### src/rtl/dma_pkg.sv
package dma_pkg;
    typedef enum logic [1:0] {
        ST_IDLE = 2'd0,
        ST_RD   = 2'd1,
        ST_WR   = 2'd2
    } mv_state_e;

    localparam int CB_EN    = 0;
    localparam int CB_START = 1;
    localparam int CB_BURST = 2;
    localparam int CB_SIZE  = 3;
    localparam int CB_HSRC  = 5;
    localparam int CB_HDST  = 6;
    localparam int CB_SEL   = 7;
    localparam int CB_DONE  = 15;
endpackage

### src/rtl/dma_arbiter.sv
module dma_arbiter (
    input  logic       clk,
    input  logic       rst_n,
    input  logic [1:0] req,
    input  logic       rr_mode,
    input  logic       take,
    output logic       gnt_valid,
    output logic       gnt_idx
);
    logic last_d, last_q;

    always_comb begin
        gnt_valid = |req;
        if (req == 2'b11) gnt_idx = rr_mode ? ~last_q : 1'b0;
        else              gnt_idx = ~req[0];
        last_d = take ? gnt_idx : last_q;
    end

    always_ff @(posedge clk) begin
        if (!rst_n) last_q <= 1'b0;
        else        last_q <= last_d;
    end


    fixed_pick_chk: assert property (@(posedge clk) disable iff (!rst_n)
        (take && !rr_mode && req[0]) |=> !last_q);

    rr_rotate_chk: assert property (@(posedge clk) disable iff (!rst_n)
        (take && rr_mode && req == 2'b11) |=> (last_q != $past(last_q)));
endmodule

### src/rtl/dma_channel.sv
module dma_channel
    import dma_pkg::*;
#(
    parameter int AW   = 32,
    parameter int CW   = 16,
    parameter int NSRC = 4,
    localparam int SW  = (NSRC > 1) ? $clog2(NSRC) : 1
) (
    input  logic            clk,
    input  logic            rst_n,
    input  logic            wr_src,
    input  logic            wr_dst,
    input  logic            wr_cnt,
    input  logic            wr_ctrl,
    input  logic [31:0]     wdata,
    input  logic [NSRC-1:0] hw_req,
    input  logic            unit_done,
    output logic            req,
    output logic [AW-1:0]   src,
    output logic [AW-1:0]   dst,
    output logic [CW-1:0]   cnt,
    output logic [1:0]      size,
    output logic            burst,
    output logic            last,
    output logic            done,
    output logic [31:0]     ctrl_rd
);
    typedef struct packed {
        logic [AW-1:0] src;
        logic [AW-1:0] dst;
        logic [CW-1:0] cnt;
        logic [SW-1:0] sel;
        logic [1:0]    size;
        logic          en;
        logic          burst;
        logic          hsrc;
        logic          hdst;
        logic          pend;
        logic          done;
    } ch_t;

    ch_t d, q;
    logic [AW-1:0] step;
    logic          hw_hit;

    always_comb begin
        d = q;
        case (q.size)
            2'd0:    step = AW'(1);
            2'd1:    step = AW'(2);
            default: step = AW'(4);
        endcase
        hw_hit = q.en && hw_req[q.sel];
        if (hw_hit) d.pend = 1'b1;
        if (wr_src) d.src = wdata[AW-1:0];
        if (wr_dst) d.dst = wdata[AW-1:0];
        if (wr_cnt) d.cnt = wdata[CW-1:0];
        if (wr_ctrl) begin
            d.en    = wdata[CB_EN];
            d.burst = wdata[CB_BURST];
            d.size  = wdata[CB_SIZE +: 2];
            d.hsrc  = wdata[CB_HSRC];
            d.hdst  = wdata[CB_HDST];
            d.sel   = wdata[CB_SEL +: SW];
            if (wdata[CB_EN] && wdata[CB_START]) d.pend = 1'b1;
            if (!wdata[CB_EN])                   d.pend = 1'b0;
            if (wdata[CB_DONE])                  d.done = 1'b0;
        end
        if (unit_done) begin
            if (q.cnt == '0) begin
                d.en   = 1'b0;
                d.pend = 1'b0;
                d.done = 1'b1;
            end else begin
                d.cnt = q.cnt - CW'(1);
                if (!q.hsrc) d.src = q.src + step;
                if (!q.hdst) d.dst = q.dst + step;
                if (!q.burst) d.pend = hw_hit;
            end
        end
    end

    always_ff @(posedge clk) begin
        if (!rst_n) q <= '0;
        else        q <= d;
    end

    always_comb begin
        req   = q.pend && q.en;
        src   = q.src;
        dst   = q.dst;
        cnt   = q.cnt;
        size  = q.size;
        burst = q.burst;
        last  = (q.cnt == '0);
        done  = q.done;
        ctrl_rd                = '0;
        ctrl_rd[CB_EN]         = q.en;
        ctrl_rd[CB_BURST]      = q.burst;
        ctrl_rd[CB_SIZE +: 2]  = q.size;
        ctrl_rd[CB_HSRC]       = q.hsrc;
        ctrl_rd[CB_HDST]       = q.hdst;
        ctrl_rd[CB_SEL +: SW]  = q.sel;
        ctrl_rd[CB_DONE]       = q.done;
    end


    done_disables_chk: assert property (@(posedge clk) disable iff (!rst_n)
        $rose(q.done) |-> !q.en);

    cnt_step_chk: assert property (@(posedge clk) disable iff (!rst_n)
        (unit_done && q.cnt != '0 && !wr_cnt) |=> (q.cnt == $past(q.cnt) - CW'(1)));

    src_hold_chk: assert property (@(posedge clk) disable iff (!rst_n)
        (unit_done && q.hsrc && !wr_src) |=> $stable(q.src));
endmodule

### src/rtl/dma_mover.sv
module dma_mover
    import dma_pkg::*;
#(
    parameter int AW = 32
) (
    input  logic                clk,
    input  logic                rst_n,
    input  logic                gnt_valid,
    input  logic                gnt_idx,
    input  logic [1:0][AW-1:0]  ch_src,
    input  logic [1:0][AW-1:0]  ch_dst,
    input  logic [1:0][1:0]     ch_size,
    input  logic [1:0]          ch_burst,
    input  logic [1:0]          ch_last,
    input  logic [1:0]          ch_req,
    input  logic [31:0]         mem_rdata,
    output logic                take,
    output logic [1:0]          unit_done,
    output logic                mem_req,
    output logic                mem_we,
    output logic [AW-1:0]       mem_addr,
    output logic [1:0]          mem_size,
    output logic [31:0]         mem_wdata
);
    typedef struct packed {
        mv_state_e st;
        logic      own;
    } mv_t;

    mv_t d, q;

    always_comb begin
        d         = q;
        take      = 1'b0;
        unit_done = '0;
        mem_req   = 1'b0;
        mem_we    = 1'b0;
        mem_addr  = '0;
        mem_wdata = '0;
        mem_size  = ch_size[q.own];
        case (q.st)
            ST_IDLE: begin
                if (gnt_valid) begin
                    take  = 1'b1;
                    d.own = gnt_idx;
                    d.st  = ST_RD;
                end
            end
            ST_RD: begin
                mem_req  = 1'b1;
                mem_addr = ch_src[q.own];
                d.st     = ST_WR;
            end
            ST_WR: begin
                mem_req            = 1'b1;
                mem_we             = 1'b1;
                mem_addr           = ch_dst[q.own];
                mem_wdata          = mem_rdata;
                unit_done[q.own]   = 1'b1;
                d.st = (ch_burst[q.own] && !ch_last[q.own] && ch_req[q.own]) ? ST_RD : ST_IDLE;
            end
            default: d.st = ST_IDLE;
        endcase
    end

    always_ff @(posedge clk) begin
        if (!rst_n) q <= '{st: ST_IDLE, own: 1'b0};
        else        q <= d;
    end


    write_after_read_chk: assert property (@(posedge clk) disable iff (!rst_n)
        (mem_req && mem_we) |-> $past(mem_req && !mem_we));

    steal_release_chk: assert property (@(posedge clk) disable iff (!rst_n)
        (|unit_done && !ch_burst[q.own]) |=> !mem_req);
endmodule

### src/rtl/dma2ch.sv
module dma2ch
    import dma_pkg::*;
#(
    parameter int AW   = 32,
    parameter int CW   = 16,
    parameter int NSRC = 4
) (
    input  logic            clk,
    input  logic            rst_n,
    input  logic            cfg_we,
    input  logic [3:0]      cfg_addr,
    input  logic [31:0]     cfg_wdata,
    output logic [31:0]     cfg_rdata,
    input  logic [NSRC-1:0] hw_req,
    output logic            mem_req,
    output logic            mem_we,
    output logic [AW-1:0]   mem_addr,
    output logic [1:0]      mem_size,
    output logic [31:0]     mem_wdata,
    input  logic [31:0]     mem_rdata,
    output logic [1:0]      irq
);
    localparam int NCH = 2;

    logic [NCH-1:0][AW-1:0] ch_src, ch_dst;
    logic [NCH-1:0][CW-1:0] ch_cnt;
    logic [NCH-1:0][1:0]    ch_size;
    logic [NCH-1:0][31:0]   ch_ctrl;
    logic [NCH-1:0]         ch_req, ch_burst, ch_last, ch_done, unit_done;
    logic                   gnt_valid, gnt_idx, take;
    logic                   mode_d, mode_q;

    for (genvar c = 0; c < NCH; c++) begin : g_ch
        logic hit;
        assign hit = cfg_we && !cfg_addr[3] && (cfg_addr[2] == 1'(c));
        dma_channel #(.AW(AW), .CW(CW), .NSRC(NSRC)) u_ch (
            .clk       (clk),
            .rst_n     (rst_n),
            .wr_src    (hit && cfg_addr[1:0] == 2'd0),
            .wr_dst    (hit && cfg_addr[1:0] == 2'd1),
            .wr_cnt    (hit && cfg_addr[1:0] == 2'd2),
            .wr_ctrl   (hit && cfg_addr[1:0] == 2'd3),
            .wdata     (cfg_wdata),
            .hw_req    (hw_req),
            .unit_done (unit_done[c]),
            .req       (ch_req[c]),
            .src       (ch_src[c]),
            .dst       (ch_dst[c]),
            .cnt       (ch_cnt[c]),
            .size      (ch_size[c]),
            .burst     (ch_burst[c]),
            .last      (ch_last[c]),
            .done      (ch_done[c]),
            .ctrl_rd   (ch_ctrl[c])
        );
    end

    dma_arbiter u_arb (
        .clk       (clk),
        .rst_n     (rst_n),
        .req       (ch_req),
        .rr_mode   (mode_q),
        .take      (take),
        .gnt_valid (gnt_valid),
        .gnt_idx   (gnt_idx)
    );

    dma_mover #(.AW(AW)) u_mv (
        .clk       (clk),
        .rst_n     (rst_n),
        .gnt_valid (gnt_valid),
        .gnt_idx   (gnt_idx),
        .ch_src    (ch_src),
        .ch_dst    (ch_dst),
        .ch_size   (ch_size),
        .ch_burst  (ch_burst),
        .ch_last   (ch_last),
        .ch_req    (ch_req),
        .mem_rdata (mem_rdata),
        .take      (take),
        .unit_done (unit_done),
        .mem_req   (mem_req),
        .mem_we    (mem_we),
        .mem_addr  (mem_addr),
        .mem_size  (mem_size),
        .mem_wdata (mem_wdata)
    );

    always_comb begin
        mode_d = (cfg_we && cfg_addr == 4'h8) ? cfg_wdata[0] : mode_q;
        cfg_rdata = '0;
        if (cfg_addr[3]) begin
            if (cfg_addr[2:0] == 3'd0) cfg_rdata[0] = mode_q;
        end else begin
            case (cfg_addr[1:0])
                2'd0:    cfg_rdata = 32'(ch_src[cfg_addr[2]]);
                2'd1:    cfg_rdata = 32'(ch_dst[cfg_addr[2]]);
                2'd2:    cfg_rdata = 32'(ch_cnt[cfg_addr[2]]);
                default: cfg_rdata = ch_ctrl[cfg_addr[2]];
            endcase
        end
        irq = ch_done;
    end

    always_ff @(posedge clk) begin
        if (!rst_n) mode_q <= 1'b0;
        else        mode_q <= mode_d;
    end


    irq_sticky_chk: assert property (@(posedge clk) disable iff (!rst_n)
        (irq[0] && !(cfg_we && cfg_addr == 4'h3 && cfg_wdata[CB_DONE])) |=> irq[0]);
endmodule

### config.mk
export PLATFORM = sky130hd
export DESIGN_NAME = dma2ch
export DESIGN_NICKNAME = d
export VERILOG_FILES = /design/src/rtl/dma_pkg.sv /design/src/rtl/dma_arbiter.sv /design/src/rtl/dma_channel.sv /design/src/rtl/dma_mover.sv /design/src/rtl/dma2ch.sv
export SDC_FILE = /design/constraint.sdc
export NUM_CORES = 1
export LEC_CHECK = 0
export BUFFER_PORTS_ARGS = -buffer_cell sky130_fd_sc_hd__buf_2
export CORE_MARGIN = 3
export CORE_UTILIZATION = 50
export CTS_CLUSTER_SIZE = 40
export DETAILED_ROUTE_END_ITERATION = 8
export MAX_ROUTING_LAYER = met4
export PLACE_DENSITY = 0.7
export SETUP_SLACK_MARGIN = 0.05
export SLEW_MARGIN = 25
export SYNTH_ARGS = -nofsm -noshare
export SYNTH_HDL_FRONTEND = slang
export SYNTH_SLANG_ARGS = --single-unit
### constraint.sdc
create_clock -name clk -period 3.35 [get_ports clk]
set_input_delay 0.8375 -clock clk [delete_from_list [all_inputs] [get_ports clk]]
set_output_delay 0.8375 -clock clk [all_outputs]
set_load 0.02 [all_outputs]
# Word level (Yosys, flattened, before mapping)
# Cells that the tools add are included.
# classes
magnitude_cmp,5
eq_ne,10
add_sub_neg,6
bitwise_logic,3
mux,80
n_reduce_logical,32
# op_table
op,count
$mux W32,18
$mux W80,4
$add A32 B3 Y32,4
$pmux W32 S3,1
$mux W16,5
$pmux W32 S2,1
$mux W1,36
$logic_not A16 Y1,2
$sub A16 B1 Y16 const B,2
$mux W31,1
$logic_and A1 B1 Y1,20
$mux W6,2
$pmux W3 S2,2
$mux W2,5
$eq A2 B1 Y1 const B,4
$eq A2 B2 Y1 const B,4
$logic_not A2 Y1,4
$lt A2 B3 Y1 const B,2
$pmux W2 S3,1
$bmux W1 S2,2
$eq A4 B4 Y1 const B,1
$lt A1 B2 Y1 const B,2
$reduce_or A2 Y1,2
$logic_not A3 Y1,1
other kinds (7),10
# totals
inputBits,75
word_cells,162
regBits,185

# Logic depth before layout (Yosys ltp)
# logic_depth
depth_word,10
depth_mapped,12
depth_no_buf,9

# By module
# Synthesis repeated with hierarchy kept, for this count alone.
# hier_totals
hier_cells,2017
hier_area_um2,16380.7
# modules_own_cells
mod,n_inst,cells_per_inst,seq_area_each_um2,area_per_inst_um2
dma_channel at g_ch[0].u_ch,1,778,1801.7,6074.6
dma_channel at g_ch[1].u_ch,1,772,1801.7,6067.1
dma2ch,1,255,20.0,2285.9
dma_mover,1,206,60.1,1891.8
dma_arbiter,1,6,20.0,61.3

# Least setup slack after synthesis
# OpenSTA, ideal clock, no wires.
# synth_path
path_type,in2out
startpoint,in cfg_addr[2]
endpoint,out cfg_rdata[12]
path_stages,5
path_buffers,3
t_arrival_ns,2.451
setup_slack_ns,0.062
cell_sequence,clkbuf_1 > buf_2 > buf_1 > a211oi_1 > a211oi_1
# synth_between
elab_chain_cells,4
# synth_lines
element,line,rtl
from (decl),dma2ch.sv:11,"input logic [3:0] cfg_addr,"
$mux W16 (implied by the code) (tied with other cells) (2 in a row),dma2ch.sv:98,2'd2: cfg_rdata = 32'(ch_cnt[cfg_addr[2]]);
$pmux W32 S3 (*),dma2ch.sv:95,case (cfg_addr[1:0])
$mux W31 (*),dma2ch.sv:92,if (cfg_addr[3]) begin
to (decl),dma2ch.sv:13,"output logic [31:0] cfg_rdata,"
# Every way passes the cells marked *; elsewhere a longest branch is shown, timed or not. The select of a mux whose other input is x is not followed.

# Final worst setup path
# layout_path
startpoint,reg u_mv.q[1] (netlist name)
endpoint,out mem_addr[18]
# layout_between
elab_chain_cells,2
# layout_lines
element,line,rtl
from (decl),dma_mover.sv:30,"mv_t d, q;"
from (signal assigned),dma_mover.sv:67,"if (!rst_n) q <= '{st: ST_IDLE, own: 1'b0};"
$eq A2 B2 Y1 or $eq A2 B1 Y1 (tied branches),dma_mover.sv:41,case (q.st)
$pmux W32 S2 (*),dma_mover.sv:41,
to (decl),dma2ch.sv:17,"output logic [AW-1:0] mem_addr,"
# Every way passes the cells marked *; elsewhere a longest branch is shown, timed or not.

==> results_dict.tcl <==
set metrics [dict create \
    hp-class "reg -> reg" \
    cts_setup_buffers 0 \
    nets 1999 \
    io_pins 177 \
    cts_tree "built" \
    antenna_found_initial 0 \
    dr.pass1.iters 8 \
    p_switching_mw 1.69 \
    layout.cells.non_filler 2294 \
    total_power_mw 5.22 \
    core_area_um2 27300 \
    crit_path_cell_trace "inv_1 > ha_1 > buf_4 > nor2b_1 > buf_2" \
    min_period_over_period 0.963 \
    grt_pass1_wl_mm 88.5 \
    whs_path_depth 2 \
    grt_util_met3 0.0670 \
    relSlewSlack 0.303 \
    setup_viol 0 \
    cts.repair.resized 0 \
    worst_setup_path_end_kind "primary output" \
    worstSetupPathType "reg -> out" \
    grt_use_met2 0.572 \
    setup_tns_ns 0 \
    avgSynthCellArea_um2 7.80 \
    grt_pass1_vias 14500 \
    die_y_um 174 \
    dp.cells 2262 \
    cts-root-buf "clkbuf_16" \
    p_leak_nw 5.75 \
    seq_power_share 0.444 \
    r2r_start "g_ch[0].u_ch.cnt[0]$_SDFF_PN0_" \
    switching_share 0.324 \
    power_frac_comb 0.152 \
    min_period_ns 3.23 \
    die_area_um2 30200 \
    h-tree-depth 4 \
    yosysSeqAreaShare 0.262 \
    max_freq_mhz 310 \
    pwr_density_cell_nw_per_um2 329 \
    wl_mm 59.0 \
    grt_max_degree 49 \
    reg2reg_depth 8 \
    nFillCells 2646 \
    tightest_slew_ns 1.05 \
    maxCapViolations 0 \
    synth_area_um2 14100 \
    start_util 0.515 \
    regToRegEndpoint "g_ch[0].u_ch.src[30]$_SDFF_PN0_" \
    crit_fanout 18 \
    whs_endpoint "g_ch[1].u_ch.ctrl_rd[8]$_SDFFE_PN0P_" \
    globalplace.congestion 1.02 \
    grt_busiest_layer "met2" \
    maxSlewViolCount 0 \
    slowest_delay_ns 0.67 \
    port_buffers 176 \
    slowest_stage "ha_1" \
    drive_gt1_frac 0.213 \
    clockPowerShare 0.403 \
    cts_buffer_depth 2 \
    synth_edf_count 0 \
    ir_worst_vdd_v 0.000338 \
    yosysWarnings 0 \
    arrival_ns 2.39 \
    worst_ep_required_time_ns 2.51 \
    ant_nets 0 \
    internal_power_mw 3.53 \
    mostFrequentLayoutCell "dfxtp_1" \
    syn_inst 1805 \
    clock_sinks 184 \
    ctsHoldBuffers 0 \
    startpoint_type "register" \
    overflow 0 \
    synth_ff_type "dfxtp_1" \
    cts_buffers 17 \
    outcome "finished clean" \
    finalHoldViolations 0 \
    reg2reg_slack_ns 0.33 \
    syn_nets 1895 \
    gr-usage-met1 0.492 \
    diodes 0 \
    crit_start "u_mv.q[1]$_SDFFE_PN0P_" \
    initialDrtViolationCount 2325 \
    dpl_cell_area_um2 15300 \
    clk_latency_ns 0.46 \
    hp-start "g_ch[1].u_ch.ctrl_rd[8]$_SDFFE_PN0P_" \
    most-common-layout-cells "dfxtp_1 (183), buf_2 (176), nand2_1 (174)" \
    drcViolationCount 0 \
    synth_seq_cells 184 \
    syn_to_final_growth_pct 12.8 \
    synth.distinct_cells 99 \
    vias_per_cell 6.80 \
    rsz0062_at_grt "no" \
    die_w_um 174 \
    clk_pin_slew_ns 0.07 \
    grt_usage 0.388 \
    dp_hpwl_mm 43.1 \
    finalClockSkew_ns 0.0178 \
    final_area_um2 15900 \
    wl_per_cell_um 25.7 \
    row_count 60 \
    vias 15600 \
    finish.utilization 0.581 \
    async_reset_ff_frac 0 \
]
## how the worst max path moves through the flow
stage	to	slack (ns)
after floorplan	cfg_rdata[12]	0.06
after global placement	g_ch[0].u_ch.src[28]$_SDFF_PN0_	0.22
after detailed placement	g_ch[0].u_ch.src[30]$_SDFF_PN0_	0.14
after CTS	mem_addr[4]	0.16
after global routing	mem_addr[18]	0.06
final	mem_addr[18]	0.12
## logic make-up after synthesis
group                    share of synthesized area
multiplexers                                 0.129
buffers and inverters                       0.0551
AO/OA/AOI/OAI                                0.259
flip-flops                                   0.262
AND/OR/NAND/NOR                              0.272
XOR/XNOR                                   0.00933
adder cells (fa/ha/maj)                     0.0140
## worst max-delay path, delay by kind of cell, from the launching register on
| family | cells | cell delay, ns |
|---|---|---|
| adders and majority gates | 1 | 0.67 |
| buffers and inverters | 3 | 0.61 |
| DFF | 1 | 0.41 |
| and+or+nand+nor | 1 | 0.25 |
## through the flow
| step | worst slack (ns) | hold WS (ns) |
|---|---|---|
| 4_1_cts | 0.155 | 0.488 |
| 2_1_floorplan | 0.0620 | 0.450 |
| 3_5_place_dp | 0.138 | 0.481 |
| 3_3_place_gp | 0.222 | 0.475 |
| 5_1_grt | 0.0616 | 0.522 |
| 6_report | 0.123 | 0.484 |
## synth_stat cells (6+ instances only)
| library cell | count | area [um^2] |
|---|---|---|
| a211oi_1 | 32 | 240 |
| a21o_1 | 11 | 82.6 |
| a21oi_1 | 163 | 816 |
| a221oi_1 | 8 | 70.1 |
| a22oi_1 | 41 | 308 |
| a2bb2oi_1 | 18 | 158 |
| a311oi_1 | 9 | 78.8 |
| a31oi_1 | 54 | 338 |
| a32oi_1 | 8 | 70.1 |
| and2_1 | 48 | 300 |
| and3_1 | 37 | 231 |
| and4_1 | 10 | 87.6 |
| buf_1 | 8 | 30.0 |
| buf_2 | 59 | 295 |
| buf_4 | 13 | 97.6 |
| clkbuf_1 | 71 | 267 |
| dfxtp_1 | 184 | 3680 |
| ha_1 | 15 | 188 |
| inv_1 | 22 | 82.6 |
| mux2_2 | 63 | 709 |
| mux2i_1 | 44 | 440 |
| mux4_2 | 29 | 653 |
| nand2_1 | 175 | 657 |
| nand2b_1 | 7 | 43.8 |
| nand3_1 | 82 | 410 |
| nand4_1 | 33 | 206 |
| nand4b_1 | 8 | 70.1 |
| nor2_1 | 141 | 529 |
| nor2b_1 | 49 | 307 |
| nor3_1 | 42 | 210 |
| nor4_1 | 20 | 125 |
| o211ai_1 | 20 | 150 |
| o21a_1 | 11 | 82.6 |
| o21ai_0 | 83 | 415 |
| o21ai_1 | 11 | 55.1 |
| o22a_1 | 7 | 61.3 |
| o311ai_0 | 7 | 61.3 |
| o31ai_1 | 6 | 45.0 |
| or3_1 | 20 | 125 |
| or4_1 | 9 | 67.6 |
| xnor2_1 | 12 | 105 |
## layer usage
| metal | share of wire | vias to the layer above |
|---|---|---|
| met2 | 0.43 | 982 |
| met3 | 0.099 | 232 |
| met4 | 0.077 | 0 |
| li1 | - | 7009 |
| met1 | 0.39 | 7383 |
| met5 | 0 | - |
## registers in the layout, summed over array words and instances (netlist names)
name,flops
g_ch.u_ch.ctrl_rd,10
mode_q,1
g_ch.u_ch.q,2
g_ch.u_ch.src,64
g_ch.u_ch.cnt,32
u_mv.q,3
g_ch.u_ch.done,2
g_ch.u_ch.burst,2
g_ch.u_ch.size,4
g_ch.u_ch.dst,64
## final cells by class
cell class,count,area (um^2),share of cell area
multi-input cells,1447,9630,0.606
flip-flops and latches,184,3690,0.232
repair buffers,236,1440,0.0904
well taps,372,465,0.0293
clock buffers,19,453,0.0285
clock inverters,13,123,0.00772
inverters,23,88.8,0.00559
## power groups by stage
stage / sequential, mW / clock [mW] / combinational [mW]
final: 2.32 / 2.11 / 0.795
after global routing: 2.32 / 2.18 / 0.835
after detailed placement: 2.37 / 0 / 0.766
after global placement: 2.37 / 0 / 0.758
after CTS: 2.32 / 2.10 / 0.767
after floorplan: 2.32 / 0 / 0.495
Power figures use the tool's default switching activity.
